File: config.mk
export PLATFORM = sky130hd
export DESIGN_NAME = clk_lane_seq
export DESIGN_NICKNAME = d
export VERILOG_FILES = /design/src/rtl/clk_lane_pkg.sv /design/src/rtl/cls_phase_timer.sv /design/src/rtl/cls_seq_fsm.sv /design/src/rtl/cls_line_decode.sv /design/src/rtl/cls_en_mux.sv /design/src/rtl/clk_lane_seq.sv
export SDC_FILE = /design/constraint.sdc
export NUM_CORES = 1
export LEC_CHECK = 0
export ABC_AREA = 1
export BUFFER_PORTS_ARGS = -buffer_cell sky130_fd_sc_hd__buf_2
export CAP_MARGIN = 20
export CORE_AREA = 5 5 61 63
export DETAILED_ROUTE_END_ITERATION = 10
export DIE_AREA = 0 0 66 68
export GPL_TIMING_DRIVEN = 1
export PLACE_DENSITY_LB_ADDON = 0.3
export SLEW_MARGIN = 0
export SYNTH_ARGS = -nofsm -noshare
export SYNTH_HDL_FRONTEND = slang
export SYNTH_SLANG_ARGS = --single-unit
File: constraint.sdc
create_clock -name clk -period 2.2 [get_ports clk]
set_input_delay 0.11 -clock clk [delete_from_list [all_inputs] [get_ports clk]]
set_output_delay 0.11 -clock clk [all_outputs]
set_load 0.02 [all_outputs]
File: src/rtl/clk_lane_pkg.sv
package clk_lane_pkg;

  typedef enum logic [2:0] {
    PH_STOP  = 3'd0,
    PH_LPRQ  = 3'd1,
    PH_PREP  = 3'd2,
    PH_ZERO  = 3'd3,
    PH_RUN   = 3'd4,
    PH_POST  = 3'd5,
    PH_TRAIL = 3'd6
  } cl_phase_e;

  // Number of phase counts carried in the packed timing word.
  localparam int unsigned MAIN_FIELDS = 4;

endpackage

File: src/rtl/cls_phase_timer.sv
module cls_phase_timer #(
  parameter int unsigned CW = 8
) (
  input  logic          clk,
  input  logic          rst_n,
  input  logic          load,
  input  logic [CW-1:0] load_val,
  output logic          last
);
  localparam logic [CW-1:0] ONE = CW'(1);

  logic [CW-1:0] cnt;

  // A zero count is clamped to one so every phase lasts at least a cycle.
  always_ff @(posedge clk or negedge rst_n) begin
    if (!rst_n) begin
      cnt <= ONE;
    end else if (load) begin
      cnt <= (load_val == '0) ? ONE : load_val;
    end else if (cnt != ONE) begin
      cnt <= cnt - ONE;
    end
  end

  assign last = (cnt == ONE);
endmodule

File: src/rtl/cls_seq_fsm.sv
module cls_seq_fsm
  import clk_lane_pkg::*;
#(
  parameter int unsigned CW = 8,
  localparam int unsigned TW = MAIN_FIELDS * CW
) (
  input  logic          clk,
  input  logic          rst_n,
  input  logic          force_stop,
  input  logic          hs_req,
  input  logic [TW-1:0] tmg_main,
  input  logic [CW-1:0] tmg_pre,
  input  logic [CW-1:0] tmg_lpx,
  output cl_phase_e     phase,
  output logic          run_ready
);
  logic [CW-1:0] c_prep, c_zero, c_post, c_trail;
  assign c_prep  = tmg_main[4*CW-1:3*CW];
  assign c_zero  = tmg_main[3*CW-1:2*CW];
  assign c_post  = tmg_main[2*CW-1:CW];
  assign c_trail = tmg_main[CW-1:0];

  cl_phase_e     nxt;
  logic          t_last;
  logic          t_load;
  logic [CW-1:0] t_val;

  always_comb begin
    nxt = phase;
    unique case (phase)
      PH_STOP:  if (hs_req)            nxt = PH_LPRQ;
      PH_LPRQ:  if (t_last)            nxt = PH_PREP;
      PH_PREP:  if (t_last)            nxt = PH_ZERO;
      PH_ZERO:  if (t_last)            nxt = PH_RUN;
      PH_RUN:   if (t_last && !hs_req) nxt = PH_POST;
      PH_POST:  if (t_last)            nxt = PH_TRAIL;
      PH_TRAIL: if (t_last)            nxt = PH_STOP;
      default:                         nxt = PH_STOP;
    endcase
    if (force_stop) nxt = PH_STOP;
  end

  // Each phase picks its own count at the edge that enters it.
  always_comb begin
    unique case (nxt)
      PH_LPRQ:  t_val = tmg_lpx;
      PH_PREP:  t_val = c_prep;
      PH_ZERO:  t_val = c_zero;
      PH_RUN:   t_val = tmg_pre;
      PH_POST:  t_val = c_post;
      PH_TRAIL: t_val = c_trail;
      default:  t_val = '0;
    endcase
  end

  assign t_load = (nxt != phase) && !force_stop;

  always_ff @(posedge clk or negedge rst_n) begin
    if (!rst_n) phase <= PH_STOP;
    else        phase <= nxt;
  end

  cls_phase_timer #(.CW(CW)) u_timer (
    .clk      (clk),
    .rst_n    (rst_n),
    .load     (t_load),
    .load_val (t_val),
    .last     (t_last)
  );

  assign run_ready = (phase == PH_RUN) && t_last;
endmodule

File: src/rtl/cls_line_decode.sv
module cls_line_decode
  import clk_lane_pkg::*;
(
  input  cl_phase_e phase,
  output logic      lp_dp,
  output logic      lp_dn,
  output logic      clk_on,
  output logic      hs_fsm,
  output logic      lp_fsm
);
  always_comb begin
    lp_dp  = 1'b0;
    lp_dn  = 1'b0;
    clk_on = 1'b0;
    hs_fsm = 1'b0;
    lp_fsm = 1'b0;
    unique case (phase)
      PH_STOP:  begin lp_dp = 1'b1; lp_dn = 1'b1; lp_fsm = 1'b1; end
      PH_LPRQ:  begin lp_dn = 1'b1; lp_fsm = 1'b1; end
      PH_PREP:  lp_fsm = 1'b1;
      PH_ZERO:  hs_fsm = 1'b1;
      PH_RUN:   begin hs_fsm = 1'b1; clk_on = 1'b1; end
      PH_POST:  begin hs_fsm = 1'b1; clk_on = 1'b1; end
      PH_TRAIL: hs_fsm = 1'b1;
      default:  begin lp_dp = 1'b1; lp_dn = 1'b1; lp_fsm = 1'b1; end
    endcase
  end
endmodule

File: src/rtl/cls_en_mux.sv
module cls_en_mux #(
  parameter int unsigned N = 2
) (
  input  logic [N-1:0] fsm_en,
  input  logic [N-1:0] sel,
  input  logic [N-1:0] reg_val,
  output logic [N-1:0] en_out
);
  for (genvar i = 0; i < N; i++) begin : g_bit
    assign en_out[i] = sel[i] ? reg_val[i] : fsm_en[i];
  end
endmodule

File: src/rtl/clk_lane_seq.sv
module clk_lane_seq
  import clk_lane_pkg::*;
#(
  parameter int unsigned CW = 8,
  localparam int unsigned TW = MAIN_FIELDS * CW
) (
  input  logic          clk,
  input  logic          rst_n,
  input  logic          lane_srst,
  input  logic          pwr_dn,
  input  logic          mbias_ready,
  input  logic          hs_req,
  input  logic [TW-1:0] tmg_main,
  input  logic [CW-1:0] tmg_pre,
  input  logic [CW-1:0] tmg_lpx,
  input  logic          hs_en_sel,
  input  logic          hs_en_val,
  input  logic          lp_en_sel,
  input  logic          lp_en_val,
  output logic          hs_ready,
  output logic          lp_dp,
  output logic          lp_dn,
  output logic          hs_clk_on,
  output logic          tx_hs_en,
  output logic          tx_lp_en,
  output logic [3:0]    lane_status
);
  cl_phase_e phase;
  logic      hs_fsm, lp_fsm;
  logic [1:0] en_mux;

  cls_seq_fsm #(.CW(CW)) u_fsm (
    .clk        (clk),
    .rst_n      (rst_n),
    .force_stop (lane_srst | pwr_dn),
    .hs_req     (hs_req),
    .tmg_main   (tmg_main),
    .tmg_pre    (tmg_pre),
    .tmg_lpx    (tmg_lpx),
    .phase      (phase),
    .run_ready  (hs_ready)
  );

  cls_line_decode u_dec (
    .phase  (phase),
    .lp_dp  (lp_dp),
    .lp_dn  (lp_dn),
    .clk_on (hs_clk_on),
    .hs_fsm (hs_fsm),
    .lp_fsm (lp_fsm)
  );

  // Bit 1 carries the high-speed enable, bit 0 the low-power enable.
  cls_en_mux #(.N(2)) u_mux (
    .fsm_en  ({hs_fsm, lp_fsm}),
    .sel     ({hs_en_sel, lp_en_sel}),
    .reg_val ({hs_en_val, lp_en_val}),
    .en_out  (en_mux)
  );

  assign tx_hs_en    = en_mux[1];
  assign tx_lp_en    = en_mux[0];
  assign lane_status = {mbias_ready, (phase == PH_STOP), 1'b0, hs_fsm};
endmodule

==> impl_metrics.csv, run 1 <==
group,metric,value,unit
global_route,antenna_found_initial,0,
die,fp.dieW,66,um
cts,cts_tree,"built",
synthesis,netlist_instances,251,
power,p_leak,0.00135,uW
worst_setup_path,critPathBufInv,4,
worst_setup_path,crit_arrival,2.54,ns
timing,whs,0.215,ns
die,fp-row-count,21,
worst_setup_path,crit_type,"reg2reg",
die,initial_utilization,44.6,%
timing,fmax,0.429,GHz
timing,final.setup.tns,-0.648,ns
cts,cts_sinks,11,
die,die-area,0.00449,sq mm
power,swShare,44.4,%
global_route,overflow,0,
placed_design,globalplace.congestion,0.891,
route,drt_iter0_markers,76,
worst_setup_path,crit_path_max_fanout,5,
timing,slew_viol_final,0,
timing,grt_setup_unrepaired,"true",
layout,nets,412,
power,switching_power,568,uW
global_route,grt_pass1_vias,1654,
power,clkPwrFrac,11.6,%
route,dr.pass1.iters,4,
cts,cts.clk_slew.worst_paths,0.08,ns
synthesis,ys_warn_count,0,
worst_setup_path,crit_family,"simple AND/OR/NAND/NOR gates",
cts,root_buffer,"clkbuf_4",
worst_setup_path,crit_path_start_kind,"flip-flop",
layout,final.fill_count,268,
placed_design,post-place-ws,-0.0997,ns
layout,layout-drive-gt1-share,46.7,%
layout,area_delta_synth_final,63.1,%
power,internal_power,712,uW
layout,fin_area,0.00231,sq mm
synthesis,yosysTopAreaCellShare,17.6,%
die,die_h,68,um
outcome,failed_checks,"setup timing",
cts,cts-buffers-inserted,3,
synthesis,synth_most_common_cell,"nor2_1",
synthesis,netlist_area,0.00142,sq mm
route,drc,0,
power,seqPwrFrac,26.4,%
layout,diodes,0,
timing,final-hold-violation-count,0,
global_route,grt_max_degree,12,
timing,post-route-period-util,106,%
power,peakVddDrop,0.244,mV
cts,clock_latency,0.28,ns
die,core,0.00318,sq mm
job,drv_cap,0,
die,io_pins,68,
global_route,grtUsageTotal,19.9,%
synthesis,synth_seq_cells,11,
timing,setup_viol,8,
worst_setup_path,endpoint_kind,"flip-flop",
synthesis,synth_top_area_cell,"dfrtp_1",
worst_setup_path,max_stage_delay,0.56,ns
timing,period_needed,2.33,ns
cts,htree_levels,1,
power,power_frac_comb,62.0,%
synthesis,async_flop_share,100,%
worst_setup_path,worst_path_max_delay_cell,"dfstp_2",
min_path,hp-class,"in2reg",
placed_design,hpwl,3.52,mm
route,ant_nets,0,
synthesis,synthTopCellsByArea,"dfrtp_1 18%, nor2_1 15%, nand2_1 13%",
synthesis,ys.flop_type,"dfrtp_1",
synthesis,synth_area_per_cell,5.65,sq um
placed_design,post-place-cells,378,
worst_setup_path,cp_data_required_time,2.41,ns
synthesis,synth_cell_type_count,31,
placed_design,dpl-instance-area,0.00192,sq mm
worst_setup_path,crit_top_cell,"nand2_4",
route,vias_per_cell,4.70,
worst_setup_path,path_cells,"ha_4 -> nand2_4 -> nor2_4 -> buf_6 -> nand2_4 -> nand3_4 -> nand2_4 -> inv_6 -> nand3_4 -> buf_6 -> nor2_2 -> nor2_1 -> nand2_1 -> nor2_2 -> buf_4 -> nor2_4 -> a21oi_2 -> nor2_1",
placed_design,portBuffers,64,
outcome,status,"finished, violations left",
synthesis,synth_nets,311,
synthesis,yosys-top-cells-count,"58 x nor2_1, 49 x nand2_1, 38 x inv_1",
power,power_density,553,mW/mm^2
route,drt-wirelength-per-cell,12.6,um
timing,fin_ws,-0.131,ns
synthesis,synth-edff-count,0,
timing,clock_skew,0.00303,ns
global_route,grt_pass1_wl,7.05,mm
synthesis,synth_seq_area_share,19.5,%
cts,clk_path_buf_depth,2,
route,routed_wl,5.00,mm
route,vias,1865,
layout,fin_cells,397,
-- cell usage in the layout (no fill, tap or decap), types with 3 or more instances in the layout --
cell type and count:
a21oi_1 9, a21oi_2 4, buf_2 63, buf_4 30, buf_6 7, clkbuf_4 3
dfrtp_1 10, inv_1 36, inv_2 10, nand2_1 43, nand2_2 6, nand2_4 7
nand3_1 12, nand3_2 3, nand3_4 4, nand4_1 4, nor2_1 52, nor2_2 7
nor2_4 7, o21ai_1 5, xor2_1 4
-- state kept, by name, indices dropped and copies added, names as in the netlist --
name and count:
u_fsm.phase 3, u_fsm.u_timer.cnt 8
-- cells by family after synthesis --
logic type / share of synthesized area [%]
buffers and inverters: 15.4
muxes: 0.794
AOI/OAI and AO/OA: 9.97
xor gates and xnor gates: 2.47
DFF: 19.5
and+or+nand+nor: 49.8
adders and majority gates: 1.76
other: 0.264
-- metal layers --
metal	track usage (%)	part of all wire, %	vias to the layer above
li1	-	-	969
met1	24.3	41	818
met2	37.3	51	70
met3	1.97	6.9	8
met4	5.33	1.6	0
met5	0	0	-
-- cell type report --
cell class	instances	area (sq um)	area share, %
Multi-Input combinational cell	187	1130	49.0
Timing Repair Buffer	101	629	27.2
Sequential cell	11	277	11.9
Inverter	48	190	8.22
Tap cell	46	57.6	2.49
Clock buffer	4	26.3	1.14
-- path summary, 6_finish.rpt --
kind                                                  start  slack, ns  depth (start not counted)                          endpoint
max                        u_fsm.u_timer.cnt[0]$_DFFE_PN1P_      -0.13                         18  u_fsm.u_timer.cnt[6]$_DFFE_PN0P_
min                                               lane_srst       0.21                          4          u_fsm.phase[1]$_DFF_PN0_
max reg2reg                u_fsm.u_timer.cnt[0]$_DFFE_PN1P_      -0.13                         18  u_fsm.u_timer.cnt[6]$_DFFE_PN0P_
min reg2reg                u_fsm.u_timer.cnt[7]$_DFFE_PN0P_       0.67                          3  u_fsm.u_timer.cnt[7]$_DFFE_PN0P_
max in group asynchronous                             rst_n       1.68                          2  u_fsm.u_timer.cnt[0]$_DFFE_PN1P_
min in group asynchronous                             rst_n       0.24                          2  u_fsm.u_timer.cnt[6]$_DFFE_PN0P_
-- worst register-to-register path: cells and delay by family (launching register included) --
kind / cells / cell delay [ns]
flops: 1 / 0.56
compound gates: 1 / 0.04
fa+ha+maj: 1 / 0.15
buf+inv: 4 / 0.51
simple gates: 12 / 1.01
-- power by group through the flow --
stage          sequential [uW]  combinational, uW  clock (uW)
6_report                   337                794         148
5_1_grt                    344                884         158
4_1_cts                    337                641         145
3_5_place_dp               336                584           0
3_3_place_gp               330                573           0
2_1_floorplan              333                384           0
-- timing repair --
item                       in CTS  in global routing
setup endpoints to repair       8                  9
setup buffers                   6                  8
resized for setup              22                 39
hold endpoints to repair       11                  0
pin swaps                      16                 24
hold buffers                    1                  0
-- through the flow --
stage / power, uW / util, %
2_1_floorplan: 717 / -
3_3_place_gp: 903 / 60.5
3_5_place_dp: 920 / 60.5
4_1_cts: 1120 / 66.0
5_1_grt: 1390 / 72.8
6_report: 1280 / 72.8
Note: power is estimated with default switching activity, not from simulation.
==> run 2: changes to the inputs <==
Settings changed: CTS_BUF_LIST from default to sky130_fd_sc_hd__clkbuf_8.
==> impl_metrics.csv, run 2 (same netlist as run 1, synthesis figures left out) <==
group,metric,value,unit
global_route,grt_pass1_wl,6.99,mm
layout,final_common_cell,"buf_2",
route,drt-wirelength-per-cell,12.1,um
outcome,status,"finished, violations left",
cts,htree_levels,1,
worst_setup_path,path_cells,"ha_4 -> nand2_4 -> nor2_4 -> nand2_2 -> nand2_1 -> nand2_1 -> nand2_2 -> nand2_4 -> buf_6 -> nand2_8 -> nor2_1 -> nor2_1 -> nand2_1 -> nor2_1 -> nand2_1 -> nor2_1 -> nand2_1 -> a21oi_1",
worst_setup_path,crit_arrival,2.45,ns
timing,fin_ws,-0.0807,ns
cts,cts_tree,"built",
timing,whs,0.220,ns
route,ant_nets,0,
cts,cts_sinks,11,
die,fp-row-count,21,
placed_design,portBuffers,64,
placed_design,globalplace.congestion,0.891,
die,core,0.00318,sq mm
worst_setup_path,crit_path_max_fanout,5,
layout,fin_cells,393,
cts,root_buffer,"clkbuf_8",
worst_setup_path,crit_type,"reg2reg",
job,drv_cap,0,
worst_setup_path,max_stage_delay,0.55,ns
worst_setup_path,worst_path_max_delay_cell,"dfstp_2",
die,die-area,0.00449,sq mm
timing,fmax,0.438,GHz
die,fp.dieW,66,um
global_route,grt_pass1_vias,1649,
global_route,overflow,0,
route,routed_wl,4.76,mm
timing,clock_skew,0.00300,ns
timing,slew_viol_final,0,
layout,layout-drive-gt1-share,47.0,%
cts,clk_path_buf_depth,2,
power,p_leak,0.00134,uW
placed_design,post-place-cells,378,
layout,top_regs,"u_fsm.u_timer.cnt: 8 flops, u_fsm.phase: 3 flops",
layout,regMostFlops,"u_fsm.u_timer.cnt",
timing,post-route-period-util,104,%
cts,cts.clk_slew.worst_paths,0.05,ns
min_path,hp-class,"in2out",
route,dr.pass1.iters,6,
global_route,grtUsageTotal,19.6,%
worst_setup_path,endpoint_kind,"flip-flop",
min_path,hold_start,"mbias_ready",
die,die_h,68,um
route,vias_per_cell,4.70,
timing,final-hold-violation-count,0,
power,power_density,573,mW/mm^2
layout,largest_reg_flops,8,
timing,grt_setup_unrepaired,"true",
cts,cts-buffers-inserted,3,
timing,setup_viol,4,
worst_setup_path,crit_path_start_kind,"flip-flop",
global_route,grt_max_degree,12,
die,io_pins,68,
placed_design,hpwl,3.52,mm
global_route,antenna_found_initial,0,
route,drt_iter0_markers,68,
worst_setup_path,cp_data_required_time,2.37,ns
layout,area_delta_synth_final,61.6,%
layout,diodes,0,
route,vias,1849,
layout,mostFrequentLayoutCells,"63 x buf_2, 55 x nor2_1, 40 x nand2_1",
cts,clock_latency,0.24,ns
outcome,failed_checks,"setup timing",
power,peakVddDrop,0.260,mV
timing,period_needed,2.28,ns
die,initial_utilization,44.6,%
worst_setup_path,rr_startpoint,"u_fsm.u_timer.cnt[0]$_DFFE_PN1P_",
layout,nets,408,
route,drc,0,
worst_setup_path,crit_top_cell,"nand2_1",
worst_setup_path,crit_path_start,"u_fsm.u_timer.cnt[0]$_DFFE_PN1P_",
-- run 2: changes by cell type in the layout (fill, tap and decap cells not counted), moves of 3 or more --
cell      before  now
nand3_2        3    7
nand3_1       12    9
buf_4         30   27
nor2_2         7    4
nand2_2        6   10
clkbuf_8       0    3
nand2_1       43   40
nor2_1        52   55
clkbuf_4       3    0
-- run 2: stage by stage --
step	TNS [ns]	power (uW)	instance area, sq um	worst slack (ns)	utilization [%]
after floorplan	0	717	1420	0.169	-
after global placement	-0.0700	903	1920	-0.0648	60.5
after detailed placement	-0.338	920	1920	-0.0997	60.5
after CTS	-0.0927	1190	2130	-0.0360	66.9
after global routing	-1.08	1410	2290	-0.219	72.1
final	-0.209	1310	2290	-0.0807	72.1
-- run 2: repair_timing --
item | in CTS | in global routing
endpoints found under the hold margin | 10 | 0
setup buffers | 7 | 4
gates resized for setup | 24 | 36
setup endpoints to repair | 8 | 9
pin swaps | 16 | 15
cloned | 0 | 0
hold buffers | 1 | 0
-- run 2: worst paths after layout --
kind,to,slack [ns],depth (start not counted)
worst max-delay path,u_fsm.u_timer.cnt[0]$_DFFE_PN1P_,-0.08,18
worst min-delay path,lane_status[3],0.22,0
worst max register to register,u_fsm.u_timer.cnt[0]$_DFFE_PN1P_,-0.08,18
worst min register to register,u_fsm.u_timer.cnt[7]$_DFFE_PN0P_,0.63,3
max in group asynchronous,u_fsm.u_timer.cnt[0]$_DFFE_PN1P_,1.64,2
min in group asynchronous,u_fsm.u_timer.cnt[5]$_DFFE_PN0P_,0.29,2
-- run 2: layer usage --
metal  track usage [%]  share of wire (%)  up-vias
li1                  -                  -      959
met1              24.3                 42      806
met2              36.4                 50       76
met3              2.46                6.6        8
met4              4.31                1.2        0
met5                 0                  0        -
-- run 2: worst max-delay path: cells and delay by family (launching register included) --
family | cells | cell delay [ns]
DFF | 1 | 0.55
AOI/OAI and AO/OA | 1 | 0.14
adders and majority gates | 1 | 0.16
and+or+nand+nor | 15 | 1.21
buffers and inverters | 1 | 0.15
-- run 2: final cells by class --
class	instances	area [sq um]
multi-input cells	187	1130
fillers	266	887
repair buffers	97	596
flip-flops and latches	11	277
inverters	48	190
well taps	46	57.6
clock buffers	3	41.3
clock inverters	1	3.75
-- run 2: power by group --
| part | leakage, uW | internal (uW) | switching [uW] | total, uW |
|---|---|---|---|---|
| Sequential | 0.000139 | 283 | 54.8 | 337 |
| Clock | 0.0000269 | 123 | 86.3 | 209 |
| Combinational | 0.00117 | 339 | 427 | 766 |
| Total | 0.00134 | 745 | 568 | 1310 |
